[src/rtl/xbus_pkg.sv]
package xbus_pkg;
  typedef enum logic [1:0] {
    XK_FETCH  = 2'b00,
    XK_CREAD  = 2'b01,
    XK_DREAD  = 2'b10,
    XK_DWRITE = 2'b11
  } xkind_e;

  function automatic logic kind_is_code(xkind_e k);
    return (k == XK_FETCH) || (k == XK_CREAD);
  endfunction
endpackage

[src/rtl/xbus_route.sv]
module xbus_route #(
  parameter int ADDR_W    = 16,
  parameter int ROM_BYTES = 32768
) (
  input  logic              code,
  input  logic [ADDR_W-1:0] addr,
  input  logic              ea_lat,
  output logic              go_ext
);
  generate
    if (ROM_BYTES <= 0) begin : g_norom
      logic unused_ok;
      assign unused_ok = code & ea_lat & (|addr);
      assign go_ext    = 1'b1;
    end else begin : g_rom
      localparam logic [ADDR_W:0] ROM_LIM = (ADDR_W+1)'(ROM_BYTES);
      logic above;
      assign above  = ({1'b0, addr} >= ROM_LIM);
      assign go_ext = !code || !ea_lat || above;
    end
  endgenerate
endmodule

[src/rtl/xbus_seq.sv]
module xbus_seq
  import xbus_pkg::*;
#(
  parameter int ADDR_W  = 16,
  parameter int DATA_W  = 8,
  parameter int CYC_CLKS = 6,
  localparam int PH_W   = $clog2(CYC_CLKS)
) (
  input  logic              clk,
  input  logic              rst,
  input  logic              cpu_ce,
  input  logic              req_valid,
  input  xkind_e            req_kind,
  input  logic [ADDR_W-1:0] req_addr,
  input  logic [DATA_W-1:0] req_wdata,
  input  logic              go_ext,
  input  logic [DATA_W-1:0] ad_in,
  output logic              busy,
  output xkind_e            kind_q,
  output logic [PH_W-1:0]   phase_q,
  output logic [ADDR_W-1:0] addr_q,
  output logic [DATA_W-1:0] wdata_q,
  output logic              req_ready,
  output logic [DATA_W-1:0] rsp_rdata,
  output logic              rsp_onchip
);
  localparam logic [PH_W-1:0] LAST = PH_W'(CYC_CLKS - 1);

  logic accept;
  assign accept = req_valid && cpu_ce && !busy && !req_ready;

  always_ff @(posedge clk) begin
    if (rst) begin
      busy       <= 1'b0;
      kind_q     <= XK_FETCH;
      phase_q    <= '0;
      addr_q     <= '0;
      wdata_q    <= '0;
      req_ready  <= 1'b0;
      rsp_rdata  <= '0;
      rsp_onchip <= 1'b0;
    end else begin
      req_ready <= 1'b0;
      if (!busy) begin
        if (accept) begin
          kind_q  <= req_kind;
          addr_q  <= req_addr;
          wdata_q <= req_wdata;
          phase_q <= '0;
          if (go_ext) begin
            busy <= 1'b1;
          end else begin
            req_ready  <= 1'b1;
            rsp_onchip <= 1'b1;
          end
        end
      end else if (cpu_ce) begin
        if (phase_q == LAST) begin
          busy       <= 1'b0;
          req_ready  <= 1'b1;
          rsp_onchip <= 1'b0;
          if (kind_q != XK_DWRITE) rsp_rdata <= ad_in;
        end else begin
          phase_q <= phase_q + 1'b1;
        end
      end
    end
  end

  assert_phase_bound_R2: assert property (@(posedge clk) disable iff (rst)
    busy |-> (phase_q <= LAST));
  assert_ready_pulse_R9: assert property (@(posedge clk) disable iff (rst)
    req_ready |=> !req_ready);
  assert_busy_no_ready_R9: assert property (@(posedge clk) disable iff (rst)
    busy |-> !req_ready);
  assert_data_external_R5: assert property (@(posedge clk) disable iff (rst)
    (accept && !kind_is_code(req_kind)) |=> busy);
  assert_onchip_fast_R3: assert property (@(posedge clk) disable iff (rst)
    (accept && !go_ext) |=> (req_ready && rsp_onchip && !busy));
endmodule

[src/rtl/xbus_pins.sv]
module xbus_pins
  import xbus_pkg::*;
#(
  parameter int ADDR_W       = 16,
  parameter int DATA_W       = 8,
  parameter int PH_W         = 3,
  parameter int CODE_ADDR_PH = 1,
  parameter int DATA_ADDR_PH = 2,
  localparam int HI_W        = ADDR_W - DATA_W
) (
  input  logic              clk,
  input  logic              rst,
  input  logic              busy,
  input  xkind_e            kind_q,
  input  logic [PH_W-1:0]   phase_q,
  input  logic [ADDR_W-1:0] addr_q,
  input  logic [DATA_W-1:0] wdata_q,
  output logic [DATA_W-1:0] ad_out,
  output logic              ad_oe,
  output logic [HI_W-1:0]   a_hi,
  output logic              ale,
  output logic              psen_n,
  output logic              rd_n,
  output logic              wr_n
);
  logic              code_k, addr_ph;
  logic              nx_ale, nx_psen, nx_rd, nx_wr, nx_oe;
  logic [DATA_W-1:0] nx_ad;

  always_comb begin
    code_k  = kind_is_code(kind_q);
    addr_ph = code_k ? (phase_q < PH_W'(CODE_ADDR_PH))
                     : (phase_q < PH_W'(DATA_ADDR_PH));
    nx_ale  = busy && !code_k && (phase_q == '0);
    nx_psen = busy && code_k && !addr_ph;
    nx_rd   = busy && (kind_q == XK_DREAD) && !addr_ph;
    nx_wr   = busy && (kind_q == XK_DWRITE) && !addr_ph;
    nx_oe   = busy && (addr_ph || (kind_q == XK_DWRITE));
    nx_ad   = addr_ph ? addr_q[DATA_W-1:0] : wdata_q;
  end

  always_ff @(posedge clk) begin
    if (rst) begin
      ad_out <= '0;
      ad_oe  <= 1'b0;
      a_hi   <= '0;
      ale    <= 1'b0;
      psen_n <= 1'b1;
      rd_n   <= 1'b1;
      wr_n   <= 1'b1;
    end else begin
      ale    <= nx_ale;
      psen_n <= !nx_psen;
      rd_n   <= !nx_rd;
      wr_n   <= !nx_wr;
      ad_oe  <= nx_oe;
      if (busy) begin
        ad_out <= nx_ad;
        a_hi   <= addr_q[ADDR_W-1:DATA_W];
      end
    end
  end

  assert_single_strobe_R6: assert property (@(posedge clk) disable iff (rst)
    $countones({~psen_n, ~rd_n, ~wr_n}) <= 1);
  assert_ale_no_strobe_R5: assert property (@(posedge clk) disable iff (rst)
    ale |-> (psen_n && rd_n && wr_n));
  assert_ale_fall_drive_R7: assert property (@(posedge clk) disable iff (rst)
    $fell(ale) |-> ad_oe);
  assert_read_release_R7: assert property (@(posedge clk) disable iff (rst)
    (!psen_n || !rd_n) |-> !ad_oe);
  assert_write_drive_R7: assert property (@(posedge clk) disable iff (rst)
    !wr_n |-> ad_oe);
endmodule

[src/rtl/xbus_mux_if.sv]
module xbus_mux_if
  import xbus_pkg::*;
#(
  parameter int ADDR_W    = 16,
  parameter int DATA_W    = 8,
  parameter int ROM_BYTES = 32768,
  parameter int CYC_CLKS  = 6,
  localparam int HI_W     = ADDR_W - DATA_W,
  localparam int PH_W     = $clog2(CYC_CLKS)
) (
  input  logic              clk,
  input  logic              rst,
  input  logic              cpu_ce,
  input  logic              ext_access_n,
  input  logic              req_valid,
  input  logic [1:0]        req_kind,
  input  logic [ADDR_W-1:0] req_addr,
  input  logic [DATA_W-1:0] req_wdata,
  output logic              req_ready,
  output logic [DATA_W-1:0] rsp_rdata,
  output logic              rsp_onchip,
  output logic [DATA_W-1:0] ad_out,
  output logic              ad_oe,
  input  logic [DATA_W-1:0] ad_in,
  output logic [HI_W-1:0]   a_hi,
  output logic              ale,
  output logic              psen_n,
  output logic              rd_n,
  output logic              wr_n
);
  logic              ea_lat;
  logic              go_ext;
  logic              busy;
  xkind_e            kind_in, kind_q;
  logic [PH_W-1:0]   phase_q;
  logic [ADDR_W-1:0] addr_q;
  logic [DATA_W-1:0] wdata_q;

  assign kind_in = xkind_e'(req_kind);

  always_ff @(posedge clk) begin
    if (rst) ea_lat <= ext_access_n;
  end

  xbus_route #(.ADDR_W(ADDR_W), .ROM_BYTES(ROM_BYTES)) u_route (
    .code   (kind_is_code(kind_in)),
    .addr   (req_addr),
    .ea_lat (ea_lat),
    .go_ext (go_ext)
  );

  xbus_seq #(.ADDR_W(ADDR_W), .DATA_W(DATA_W), .CYC_CLKS(CYC_CLKS)) u_seq (
    .clk        (clk),
    .rst        (rst),
    .cpu_ce     (cpu_ce),
    .req_valid  (req_valid),
    .req_kind   (kind_in),
    .req_addr   (req_addr),
    .req_wdata  (req_wdata),
    .go_ext     (go_ext),
    .ad_in      (ad_in),
    .busy       (busy),
    .kind_q     (kind_q),
    .phase_q    (phase_q),
    .addr_q     (addr_q),
    .wdata_q    (wdata_q),
    .req_ready  (req_ready),
    .rsp_rdata  (rsp_rdata),
    .rsp_onchip (rsp_onchip)
  );

  xbus_pins #(.ADDR_W(ADDR_W), .DATA_W(DATA_W), .PH_W(PH_W)) u_pins (
    .clk     (clk),
    .rst     (rst),
    .busy    (busy),
    .kind_q  (kind_q),
    .phase_q (phase_q),
    .addr_q  (addr_q),
    .wdata_q (wdata_q),
    .ad_out  (ad_out),
    .ad_oe   (ad_oe),
    .a_hi    (a_hi),
    .ale     (ale),
    .psen_n  (psen_n),
    .rd_n    (rd_n),
    .wr_n    (wr_n)
  );

  assert_strap_hold_R4: assert property (@(posedge clk) disable iff (rst)
    !rst |=> $stable(ea_lat));
endmodule

[config.mk]
export PLATFORM = sky130hd
export DESIGN_NAME = xbus_mux_if
export DESIGN_NICKNAME = d
export VERILOG_FILES = /design/src/rtl/xbus_pkg.sv /design/src/rtl/xbus_route.sv /design/src/rtl/xbus_seq.sv /design/src/rtl/xbus_pins.sv /design/src/rtl/xbus_mux_if.sv
export SDC_FILE = /design/constraint.sdc
export NUM_CORES = 1
export LEC_CHECK = 0
export BUFFER_PORTS_ARGS = -buffer_cell sky130_fd_sc_hd__buf_2
export CORE_AREA = 2 2 69 84
export CTS_CLUSTER_DIAMETER = 150
export DETAILED_ROUTE_END_ITERATION = 7
export DIE_AREA = 0 0 71 86
export GPL_TIMING_DRIVEN = 0
export PLACE_DENSITY_LB_ADDON = 0.12
export SYNTH_ARGS = -nofsm -noshare
export SYNTH_HDL_FRONTEND = slang
export SYNTH_SLANG_ARGS = --single-unit
[constraint.sdc]
create_clock -name clk -period 1.5 [get_ports clk]
set_clock_uncertainty 0.2 [all_clocks]
set_input_delay 0.075 -clock clk [delete_from_list [all_inputs] [get_ports clk]]
set_output_delay 0.075 -clock clk [all_outputs]
set_load 0.02 [all_outputs]
==> metrics.md <==
| Metric | Value |
|---|---|
| Max-cap violations | 0 |
| First-pass GRT wire length | 10200 um |
| Worst setup EP type | flop |
| Avg Cell Area, Syn | 10.7 um^2 |
| Clk slew on worst S/H paths | 0.07 ns |
| Via count of the first global-routing pass | 2236 |
| CTS sink cnt | 62 |
| Post-Route WL | 6360 um |
| Max rail drop VDD | 0.000619 V |
| Synth top area share | 0.515 |
| Pleak | 1.61 nW |
| Worst-Skew Late Latency | 0.34 ns |
| Drt drc | 0 |
| Violated checks | setup timing |
| Slew Viols, Final | 0 |
| Die ar. | 6110 um^2 |
| P_int | 2.80 mW |
| Clk network pwr share | 0.403 |
| Count of final hold-check violations | 0 |
| Syn nets | 263 |
| HPWL after DPL | 3640 um |
| Worst Hold End | u_pins.wr_n$_SDFF_PP1_ |
| Hold crit path type | in2reg |
| R2R Path End | u_seq.rsp_rdata[4]$_SDFFE_PP0P_ |
| Sequential area share after synthesis | 0.527 |
| Most frequent cells in the layout | buf_2, dfxtp_1, dlygate4sd3_1, a22o_1, nor2_1 |
| Run status | finished with violations |
| Die width | 71 um |
| Post-synth EDFFs | 1 |
| # IOs | 70 |
| CP arrival | 1.60 ns |
| Share of cells above drive strength 1 | 0.424 |
| Crit path kind | reg2reg |
| Reg2reg setup slack | -0.04 ns |
| DR iter-0 viols | 102 |
| Synthesis-to-finish area growth | 56.2% |
| Cells after synthesis | 221 |
| DP Worst Slack | -0.230 ns |
| H-tree levels | 3 |
| Hold path depth | 4 |
| Cell Pwr Density | 992 nW/um^2 |
| Fin crit share | 1.02 |
| Final WS setup | -0.0360 ns |
| Logic pwr share | 0.122 |
| Crit Path Max Fanout | 5 |
| Largest net degree at the start of global routing | 11 |
| Total chip power | 3.68 mW |
| Ys flop type | dfxtp_1 |
| Largest stage delay, worst path | 0.37 ns |
| Final #Nets | 398 |
| I/O Buffers | 69 |
| Most common cell after layout, fill and taps aside | buf_2 |
| Remaining global-route overflow | 0 |
| Clock Tree Buf Depth | 2 |
| Core box area | 5260 um^2 |
| Vias post-DR | 2202 |
| Sw Share | 0.238 |
| Switching power | 0.875 mW |
| R2R cell count | 7 |
| Overall Global Routing Usage | 0.214 |
| Hold Path Origin | rst |
| RR Startpoint | u_seq.phase_q[1]$_SDFFE_PP0P_ |
| Ranking of synthesized cells by area | dfxtp_1, a22o_1, nor2_1, mux2i_1, a21bo_2 |
| Die Y | 86 um |
| Num CTS Buffers | 9 |
| Avg WL per Cell | 15.0 um |
| F_max | 0.651 GHz |
| Syn. warnings | 0 |
| Initial Utilization | 0.451 |
| Critical Path RT | 1.57 ns |
| Non-filler cells, final | 423 |
| Synth Cell Area | 2370 um^2 |
| Antenna violations before repair | 0 |
| Synth unique cells | 35 |
| 1st-pass router iterations | 4 |
| Reg power frac | 0.475 |
| Placer Congestion | 0.775 |
| Via/cell ratio | 5.21 |
| Least-Margin Pin Slew | 0.599 ns |
| Final setup viols | 26 |
| Async SR Flop Fraction | 0 |
| Placed Cells incl. Taps | 352 |
| Rows | 29 |
| Post-DRT Antenna Nets | 0 |
| CTS tree | built |
| Synth area leader | dfxtp_1 |
| Diode count | 0 |
| Crit-path cells | inv_4, ha_4, and4_4, buf_8, buf_6, a21bo_2, a21oi_2 |
| Crit start category | flop |
| RSZ-0062 raised after global routing | yes |
| Slew HR | 0.601 |
| Minimum clock period | 1.54 ns |
| Flip-flop and latch count after synthesis | 62 |
| Root Driver | clkbuf_8 |
| Fillers | 388 |
| Slowest stage cell on the critical path | dfxtp_4 |
-- power by group through the flow --
stage               clock network, mW  registers (mW)  logic [mW]
global placement                    0            1.79       0.323
finish                           1.48            1.75       0.447
global route                     1.58            1.75       0.486
detailed placement                  0            1.79       0.327
floorplan                           0            1.81       0.181
CTS                              1.51            1.75       0.433
-- kinds of logic after synthesis --
logic type | count (synthesis) | share of synthesized area
simple gates | 67 | 0.159
fa+ha+maj | 3 | 0.0158
flops | 62 | 0.527
compound gates | 59 | 0.207
buf+inv | 21 | 0.0527
mux | 9 | 0.0380
-- metal layers --
layer	wire length, um	vias up	track usage
met4	128	0	0.120
met2	3330	62	0.364
met3	240	11	0.0364
met5	0	-	0
met1	2670	1040	0.256
li1	-	1089	-
-- repair_timing --
item                                   CTS  global route
endpoints found under the hold margin   42             0
setup endpoints to repair               50            51
resized for setup                       26            22
cloned                                   2             0
pin swaps                               10            10
hold buffers                            39             0
setup buffers                           15             1
-- critical path: cells and delay by family (launching register included) --
kind                     cells  cell delay [ns]
AND/OR/NAND/NOR              1             0.15
flip-flops                   1             0.37
adder cells (fa/ha/maj)      1             0.15
AO/OA/AOI/OAI                2             0.30
buffers and inverters        3             0.29
-- cells in the mapped netlist, drive strengths merged, types with 4 or more instances --
cell / number
nand3: 9
nor2: 28
a22o: 26
mux2i: 9
clkbuf: 4
inv: 4
o311a: 8
a21oi: 9
dfxtp: 61
nand4b: 8
a31oi: 4
a21bo: 8
nand2: 4
buf: 13
-- sequential cells by signal, indices dropped and copies added (netlist names), 2 cells and up --
name and count:
u_seq.wdata_q 8, u_pins.ad_out 8, u_pins.a_hi 8, u_seq.rsp_rdata 8
u_seq.phase_q 3, u_seq.addr_q 16, u_seq.kind_q 2
-- through the flow --
stage / cell area (um^2) / TNS, ns / hold WS, ns / utilization
2_1_floorplan: 2390 / -0.00114 / -0.0261 / -
3_3_place_gp: 2810 / -5.07 / 0.0614 / 0.535
3_5_place_dp: 2810 / -6.05 / 0.0585 / 0.535
4_1_cts: 3620 / -0.00662 / 0.00263 / 0.688
5_1_grt: 3710 / -1.77 / 0.0491 / 0.704
6_report: 3710 / -0.310 / 0.0159 / 0.704
-- final cells by class --
type	instances	area, um^2	area share
clock buffers	12	155	0.0419
inverters	4	17.5	0.00473
flip-flops and latches	62	1270	0.342
clock inverters	4	45.0	0.0122
well taps	62	77.6	0.0209
multi-input cells	138	1110	0.299
plain buffers	16	138	0.0371
repair buffers	125	895	0.241
-- worst max path at each step --
stage | start | end | slack [ns] | depth (start not counted)
4_1_cts | u_seq.req_ready$_SDFF_PP0_ | u_seq.wdata_q[6]$_SDFFE_PP0P_ | -0.007 | 5
6_report | u_seq.phase_q[1]$_SDFFE_PP0P_ | u_seq.rsp_rdata[4]$_SDFFE_PP0P_ | -0.04 | 7
5_1_grt | u_seq.phase_q[1]$_SDFFE_PP0P_ | u_seq.rsp_rdata[3]$_SDFFE_PP0P_ | -0.08 | 7
3_5_place_dp | rst | u_pins.a_hi[2]$_SDFFE_PP0P_ | -0.23 | 5
2_1_floorplan | u_seq.phase_q[1]$_SDFFE_PP0P_ | u_seq.req_ready$_SDFF_PP0_ | -0.001 | 7
3_3_place_gp | rst | u_pins.a_hi[3]$_SDFFE_PP0P_ | -0.17 | 5
Power figures use the tool's default switching activity.
